<file path="src/rtl/adc_seq_pkg.sv">
package adc_seq_pkg;
   localparam logic [4:0] OFS_CTRL1 = 5'h00;
   localparam logic [4:0] OFS_CTRL2 = 5'h02;
   localparam logic [4:0] OFS_STAT  = 5'h04;
   localparam logic [4:0] OFS_FIFO  = 5'h10;

   typedef enum logic [1:0] {
      MODE_OFF  = 2'd0,
      MODE_SOFT = 2'd1,
      MODE_SCAN = 2'd2,
      MODE_EXT  = 2'd3
   } adc_mode_e;

   typedef struct packed {
      logic       diff;
      logic       unipolar;
      logic [1:0] gain;
      logic [3:0] chan;
   } list_entry_t;
endpackage

</file>
<file path="src/rtl/adc_chan_list.sv">
module adc_chan_list
   import adc_seq_pkg::*;
#(
   parameter int unsigned DEPTH = 16
) (
   input  logic        clk,
   input  logic        rst_n,
   input  logic        en,
   input  logic        push,
   input  list_entry_t din,
   input  logic        advance,
   output list_entry_t head_entry,
   output logic        empty,
   output logic        full
);
   localparam int unsigned PW = $clog2(DEPTH);
   localparam int unsigned CW = $clog2(DEPTH + 1);

   generate
      if (DEPTH < 2 || (DEPTH & (DEPTH - 1)) != 0) begin : g_bad_depth
         $error("adc_chan_list: DEPTH must be a power of two >= 2");
      end
   endgenerate

   list_entry_t       mem [DEPTH];
   logic [CW-1:0]     count;
   logic [PW-1:0]     head;

   assign empty      = (count == '0);
   assign full       = (count == CW'(DEPTH));
   assign head_entry = mem[head];

   always_ff @(posedge clk) begin
      if (en && push && !full) mem[count[PW-1:0]] <= din;
   end

   always_ff @(posedge clk or negedge rst_n) begin
      if (!rst_n) begin
         count <= '0;
         head  <= '0;
      end else if (!en) begin
         count <= '0;
         head  <= '0;
      end else begin
         if (push && !full) count <= count + 1'b1;
         if (advance && !empty)
            head <= ({1'b0, head} == count - 1'b1) ? '0 : head + 1'b1;
      end
   end

   AST_LIST_FLUSH: assert property (@(posedge clk) disable iff (!rst_n)
      !en |=> empty) else $error("list not flushed");
   AST_LIST_BOUND: assert property (@(posedge clk) disable iff (!rst_n)
      full && push |=> full) else $error("list lost entries");
endmodule

</file>
<file path="src/rtl/adc_result_fifo.sv">
module adc_result_fifo #(
   parameter int unsigned DEPTH  = 16,
   parameter int unsigned DATA_W = 12
) (
   input  logic              clk,
   input  logic              rst_n,
   input  logic              en,
   input  logic              push,
   input  logic [DATA_W-1:0] din,
   input  logic              pop,
   output logic [DATA_W-1:0] dout,
   output logic              empty,
   output logic              half,
   output logic              full
);
   localparam int unsigned PW   = $clog2(DEPTH);
   localparam int unsigned CW   = $clog2(DEPTH + 1);
   localparam int unsigned HALF = DEPTH / 2;

   generate
      if (DEPTH < 2 || (DEPTH & (DEPTH - 1)) != 0) begin : g_bad_depth
         $error("adc_result_fifo: DEPTH must be a power of two >= 2");
      end
   endgenerate

   logic [DATA_W-1:0] mem [DEPTH];
   logic [PW-1:0]     wr_ptr, rd_ptr;
   logic [CW-1:0]     count;
   logic              do_push, do_pop;

   assign empty   = (count == '0);
   assign full    = (count == CW'(DEPTH));
   assign half    = (count >= CW'(HALF));
   assign dout    = mem[rd_ptr];
   assign do_push = en && push && !full;
   assign do_pop  = en && pop && !empty;

   always_ff @(posedge clk) begin
      if (do_push) mem[wr_ptr] <= din;
   end

   always_ff @(posedge clk or negedge rst_n) begin
      if (!rst_n) begin
         wr_ptr <= '0;
         rd_ptr <= '0;
         count  <= '0;
      end else if (!en) begin
         wr_ptr <= '0;
         rd_ptr <= '0;
         count  <= '0;
      end else begin
         if (do_push) wr_ptr <= wr_ptr + 1'b1;
         if (do_pop)  rd_ptr <= rd_ptr + 1'b1;
         case ({do_push, do_pop})
            2'b10:   count <= count + 1'b1;
            2'b01:   count <= count - 1'b1;
            default: count <= count;
         endcase
      end
   end

   AST_NO_OVERFLOW: assert property (@(posedge clk) disable iff (!rst_n)
      count <= CW'(DEPTH)) else $error("result fifo overflow");
   AST_FULL_HOLD: assert property (@(posedge clk) disable iff (!rst_n)
      en && full && !pop |=> full) else $error("full dropped");
endmodule

</file>
<file path="src/rtl/adc_irq_ctrl.sv">
module adc_irq_ctrl #(
   parameter int unsigned NSRC = 5
) (
   input  logic            clk,
   input  logic            rst_n,
   input  logic [NSRC-1:0] set,
   input  logic            clr,
   input  logic [NSRC-1:0] mask,
   input  logic            gie,
   output logic [NSRC-1:0] pend,
   output logic            irq
);
   generate
      for (genvar i = 0; i < NSRC; i++) begin : g_pend
         always_ff @(posedge clk or negedge rst_n) begin
            if (!rst_n)     pend[i] <= 1'b0;
            else if (clr)   pend[i] <= 1'b0;
            else if (set[i]) pend[i] <= 1'b1;
         end
      end
   endgenerate

   assign irq = gie && |(pend & mask);

   AST_GIE_GATE: assert property (@(posedge clk) disable iff (!rst_n)
      !gie |-> !irq) else $error("irq without global enable");
   AST_CLR_ALL: assert property (@(posedge clk) disable iff (!rst_n)
      clr |=> pend == '0) else $error("pending not cleared");
endmodule

</file>
<file path="src/rtl/adc_seq_ctrl.sv">
module adc_seq_ctrl
   import adc_seq_pkg::*;
#(
   parameter int unsigned LIST_DEPTH = 16,
   parameter int unsigned RES_DEPTH  = 16,
   parameter int unsigned SAMPLE_W   = 12
) (
   input  logic                clk,
   input  logic                rst_n,
   input  logic [4:0]          bus_addr,
   input  logic                bus_wr,
   input  logic                bus_rd,
   input  logic [15:0]         bus_wdata,
   output logic [15:0]         bus_rdata,
   output logic                conv_req,
   output logic [7:0]          conv_cfg,
   input  logic                conv_done,
   input  logic [SAMPLE_W-1:0] conv_data,
   input  logic [3:0]          evt_in,
   output logic                irq
);
   localparam int unsigned NSRC = 5;

   generate
      if (SAMPLE_W > 16 || SAMPLE_W < 2) begin : g_bad_width
         $error("adc_seq_ctrl: SAMPLE_W must fit the 16-bit bus");
      end
   endgenerate

   logic [15:0]         ctrl1;
   logic [1:0]          ctrl2_en;
   logic                busy;
   list_entry_t         cfg_q, head_entry;
   logic                list_empty, list_full;
   logic                res_empty, res_half, res_full, half_q;
   logic [SAMPLE_W-1:0] res_dout;
   logic [NSRC-1:0]     pend;
   adc_mode_e           mode;
   logic                sel_c1, sel_c2, sel_st, sel_ff;
   logic                start, finish;

   assign sel_c1 = (bus_addr == OFS_CTRL1);
   assign sel_c2 = (bus_addr == OFS_CTRL2);
   assign sel_st = (bus_addr == OFS_STAT);
   assign sel_ff = (bus_addr == OFS_FIFO);
   assign mode   = adc_mode_e'(ctrl1[1:0]);
   assign start  = bus_rd && sel_c1 && (mode == MODE_SOFT) && !busy && !list_empty;
   assign finish = busy && conv_done;

   always_ff @(posedge clk or negedge rst_n) begin
      if (!rst_n) begin
         ctrl1    <= '0;
         ctrl2_en <= '0;
         busy     <= 1'b0;
         cfg_q    <= '0;
         half_q   <= 1'b0;
      end else begin
         half_q <= res_half;
         if (bus_wr && sel_c1) ctrl1    <= bus_wdata;
         if (bus_wr && sel_c2) ctrl2_en <= bus_wdata[10:9];
         if (start) begin
            busy  <= 1'b1;
            cfg_q <= head_entry;
         end else if (finish) begin
            busy  <= 1'b0;
         end
      end
   end

   adc_chan_list #(.DEPTH(LIST_DEPTH)) u_list (
      .clk        (clk),
      .rst_n      (rst_n),
      .en         (ctrl2_en[0]),
      .push       (bus_wr && sel_ff),
      .din        (list_entry_t'(bus_wdata[7:0])),
      .advance    (finish),
      .head_entry (head_entry),
      .empty      (list_empty),
      .full       (list_full)
   );

   adc_result_fifo #(.DEPTH(RES_DEPTH), .DATA_W(SAMPLE_W)) u_res (
      .clk   (clk),
      .rst_n (rst_n),
      .en    (ctrl2_en[1]),
      .push  (finish),
      .din   (conv_data ^ (SAMPLE_W'(1) << (SAMPLE_W - 1))),
      .pop   (bus_rd && sel_ff),
      .dout  (res_dout),
      .empty (res_empty),
      .half  (res_half),
      .full  (res_full)
   );

   adc_irq_ctrl #(.NSRC(NSRC)) u_irq (
      .clk   (clk),
      .rst_n (rst_n),
      .set   ({evt_in, res_half && !half_q}),
      .clr   (bus_wr && sel_st),
      .mask  (ctrl1[12:8]),
      .gie   (ctrl1[15]),
      .pend  (pend),
      .irq   (irq)
   );

   assign conv_req = busy;
   assign conv_cfg = cfg_q;

   always_comb begin
      bus_rdata = '0;
      if (bus_rd) begin
         if (sel_st)
            bus_rdata = {3'b000, pend, 3'b000, res_full, res_half, res_empty,
                         list_full, busy};
         else if (sel_ff && !res_empty)
            bus_rdata = 16'(res_dout);
      end
   end

   AST_CFG_STABLE: assert property (@(posedge clk) disable iff (!rst_n)
      busy && !conv_done |=> $stable(conv_cfg) && conv_req)
      else $error("descriptor changed mid-conversion");
   AST_NO_RESTART: assert property (@(posedge clk) disable iff (!rst_n)
      busy && !conv_done && bus_rd && sel_c1 |=> $stable(conv_cfg))
      else $error("start accepted while busy");
   AST_MODE_GATE: assert property (@(posedge clk) disable iff (!rst_n)
      !busy && mode != MODE_SOFT |=> !conv_req)
      else $error("conversion outside software mode");
endmodule

</file>
<file path="config.mk">
export PLATFORM = sky130hd
export DESIGN_NAME = adc_seq_ctrl
export DESIGN_NICKNAME = d
export VERILOG_FILES = /design/src/rtl/adc_seq_pkg.sv /design/src/rtl/adc_chan_list.sv /design/src/rtl/adc_result_fifo.sv /design/src/rtl/adc_irq_ctrl.sv /design/src/rtl/adc_seq_ctrl.sv
export SDC_FILE = /design/constraint.sdc
export NUM_CORES = 1
export LEC_CHECK = 0
export ABC_CLOCK_PERIOD_IN_PS = 2780
export BUFFER_PORTS_ARGS = -buffer_cell sky130_fd_sc_hd__buf_4
export CAP_MARGIN = 20
export CORE_ASPECT_RATIO = 0.8
export CORE_UTILIZATION = 54
export CTS_BUF_LIST = sky130_fd_sc_hd__clkbuf_2 sky130_fd_sc_hd__clkbuf_4 sky130_fd_sc_hd__clkbuf_8
export DETAILED_ROUTE_END_ITERATION = 8
export GPL_TIMING_DRIVEN = 0
export PLACE_DENSITY_LB_ADDON = 0.25
export SLEW_MARGIN = 30
export SYNTH_ARGS = -nofsm -noshare
export SYNTH_HDL_FRONTEND = slang
export SYNTH_SLANG_ARGS = --single-unit
</file>
<file path="constraint.sdc">
create_clock -name clk -period 2.78 [get_ports clk]
set_input_delay 0.417 -clock clk [delete_from_list [all_inputs] [get_ports clk]]
set_output_delay 0.417 -clock clk [all_outputs]
set_load 0.05 [all_outputs]
</file>
==> metrics.md <==
| Metric | Value |
|---|---|
| Status | `finished, violations left` |
| Failing checks | `setup timing` |
| Post-Route Utilization | `0.640` |
| GRT overflow | `0` |
| Post-synthesis cell type count | `56` |
| CP endpoint kind | `primary output` |
| Setup violators final | `12` |
| RSZ-0062 raised after global routing | `true` |
| MaxCap Viol Count | `0` |
| Tcrit/Tclk final | `1.14` |
| Area Growth Syn to Fin | `16.7%` |
| Worst Path Max Fanout | `6` |
| Largest area contributor in the netlist | `edfxtp_1` |
| Crit path time final | `3160 ps` |
| Starting Density | `0.548` |
| Largest net degree at the start of global routing | `48` |
| Initial antenna violation count | `0` |
| Synth warn | `0` |
| Post-route insts no fill | `1,308` |
| Worst Hold Class | `input port to flop` |
| Worst vdd ir | `between 0.4 and 0.5 mV` |
| Proportion of layout cells with a drive suffix above 1 | `0.363` |
| I/O Buffers | `62` |
| EDFF count, synth | `320` |
| Number of global-route vias before repair | `8,052` |
| Critical Path RT | `2360 ps` |
| WL per Instance | `24.8 um` |
| Routed Antenna Nets | `0` |
| Synth area leaders | `edfxtp_1 64%, mux4_2 13%, dfrtp_1 7.9%, mux2_2 1.4%, mux2i_1 1.1%` |
| Clock skew | `32.6 ps` |
| Slew Limit Fails | `0` |
| Synth Flop Type | `edfxtp_1` |
| Layout net count | `953` |
| Vias per Instance | `6.11` |
| Area share of the largest cell type after synthesis | `0.644` |
| Vias | `7,989` |
| Gr usage total | `0.234` |
| Placer Congestion | `a little under 0.9` |
| Highest routed layer | `met4` |
| Slew Limit Headroom | `0.348` |
| FILL cells | `around 1,800` |
| Die area | `28,300 um^2` |
| Die H | `between 150 and 200 um` |
| Area of the mapped netlist | `14,900 um^2` |
| Setup TNS | `-3510 ps` |
| Worst R2R Setup Slack | `110 ps` |
| Core ar. | `between 20,000 and 30,000 um^2` |
| Remaining DRCs | `0` |
| Drt total wl | `32,500 um` |
| Clock root cell | `clkbuf_8` |
| Pwr Total | `roughly 11 mW` |
| First-pass GRT wire length | `between 40,000 and 50,000 um` |
| CTS tree | `yes` |
| Placed cell count | `1,200` |
| IO Count | `68` |
| DRT iter0 DRCs | `approximately 950` |
| Async set or reset register ratio after synthesis | `0.128` |
| DIE WIDTH | `188 um` |
| Lkg Pwr | `5.81 nW` |
| Tightest Pin Transition | `978 ps` |
| Most numerous cell in the Yosys netlist | `edfxtp_1` |
| Final Hold Fails | `0` |
| Fmax | `around 0.32 GHz` |
| Max clock buf depth | `3` |
| Syn avg cell area | `slightly below 20 um^2` |
| CP Launch Type | `flop` |
| Hold EP | `u_irq.pend[1]` |
| CTS Buf Count | `56` |
| Antenna Cells | `0` |
| Seq/Total Area, Yosys | `0.723` |
| CTS H-tree lvls | `2` |
| Worst setup margin | `-384 ps` |
| Met2 WL | `14,900 um` |
| Clock transition at path regs | `approximately 60 ps` |
| Flops & latches, synth | `367` |
| Worst-Skew Late Latency | `610 ps` |
| Critical path class | `flop to primary output` |
| Cells after Synth | `771` |
| Worst Path Arrival | `2750 ps` |
| # rows | `54` |
| Hold_sp | `evt_in[0]` |
| Worst reg2reg path endpoint | `u_list.mem[2][7]` |
| PwrDens | `around 600 nW/um^2` |
| R2R depth | `6` |
| Hold path depth | `2` |
| Clock sink count | `367` |
| M1 WL | `14,600 um` |
| DRT Pass-1 Iters | `5` |
| Commonest cells in the netlist | `320 x edfxtp_1, 89 x mux4_2, 47 x dfrtp_1` |
| Wire length on met3 | `approximately 2400 um` |
| R2r startpoint | `u_list.count[0]` |
| DP HPWL | `20,700 um` |
[metrics by stage]
step	area, um^2	setup WS (ps)	hold slack [ps]
final	17400	-384	45.3
after global routing	17400	-443	38.6
after CTS	17200	-423	17.7
after detailed placement	15900	-529	471
after global placement	15900	-786	454
after floorplan	14900	-37.9	121
[power by group]
part           total [mW]  switching (mW)  internal (mW)  leakage (nW)
combinational       0.243           0.157         0.0862          1.73
clock                4.36            2.03           2.33         0.593
sequential           6.05          0.0281           6.02          3.49
total                10.7            2.21           8.44          5.81
[registers in the layout, summed over array words and instances (netlist names)]
name / cells
u_list.head: 4
u_res.wr_ptr: 4
conv_cfg: 8
half_q: 1
ctrl2_en: 2
u_res.mem: 192
u_res.rd_ptr: 4
ctrl1: 8
u_irq.pend: 5
u_res.count: 5
conv_req: 1
u_list.mem: 128
u_list.count: 5
[critical path: stages, from the launching register on]
cell and delay [ps]:
dfrtp_2 440, buf_6 140, buf_12 120, mux4_2 510
mux4_2 550, a22o_1 220, buf_6 150
[cells by family (layout without fill, tap and decap cells)]
kind of cell               count (synthesis)  after routing  synth area share
and+or+nand+nor                          136            136            0.0487
buffers and inverters                     48            219            0.0142
DFF                                      367            367             0.723
AOI/OAI and AO/OA                         64             64            0.0332
xor gates and xnor gates                  18             18            0.0106
adders and majority gates                 13             13            0.0109
other                                      1              3          0.000251
muxes                                    124            124             0.159
[cells in the final DEF, fill, tap and decap left out, drive strengths merged, types with 3 or more instances in the layout]
cell type and count:
a21oi 13, a221oi 7, a22o 6, a22oi 3
a31oi 3, and2 19, and4 7, buf 87
clkbuf 93, clkinv 24, conb 3, dfrtp 47
edfxtp 320, ha 13, inv 13, mux2 18
mux2i 17, mux4 89, nand2 29, nand2b 3
nand3 10, nand4 4, nor2 35, nor2b 4
nor3 10, nor4 5, o211ai 3, o21a 6
o21ai 7, xnor2 11, xor2 7
[per-layer routing]
layer / track usage / up-vias
met5: 0 / -
met4: 0.0671 / 0
met3: 0.0389 / 54
met2: 0.351 / 357
met1: 0.356 / 4172
li1: - / 3406
[area by class of cell]
| class | count | area [um^2] | share of cell area |
|---|---|---|---|
| flip-flops and latches | 367 | 10800 | 0.620 |
| plain buffers | 34 | 300 | 0.0172 |
| inverters | 12 | 45.0 | 0.00259 |
| multi-input cells | 358 | 4120 | 0.237 |
| clock inverters | 26 | 148 | 0.00848 |
| repair buffers | 69 | 594 | 0.0341 |
| well taps | 364 | 455 | 0.0261 |
| clock buffers | 78 | 961 | 0.0552 |
[timing repair]
item,CTS,global route
hold buffers,1,0
gates resized for setup,61,63
gates cloned,0,0
hold endpoints to repair,47,0
pin swaps,7,14
buffers inserted,2,3
setup endpoints to repair,79,246
[worst max-delay path by stage]
stage | endpoint | cells after the start | slack (ps) | start
6_report | bus_rdata[9] | 6 | -380 | u_res.rd_ptr[0]
5_1_grt | bus_rdata[9] | 6 | -440 | u_res.rd_ptr[0]
4_1_cts | bus_rdata[8] | 6 | -420 | u_res.rd_ptr[0]
3_5_place_dp | bus_rdata[9] | 6 | -530 | u_res.rd_ptr[1]
3_3_place_gp | u_list.mem[2][6] | 6 | -790 | bus_addr[0]
2_1_floorplan | u_list.mem[1][0] | 5 | -40 | bus_addr[0]
(Power assumes the default switching activity.)
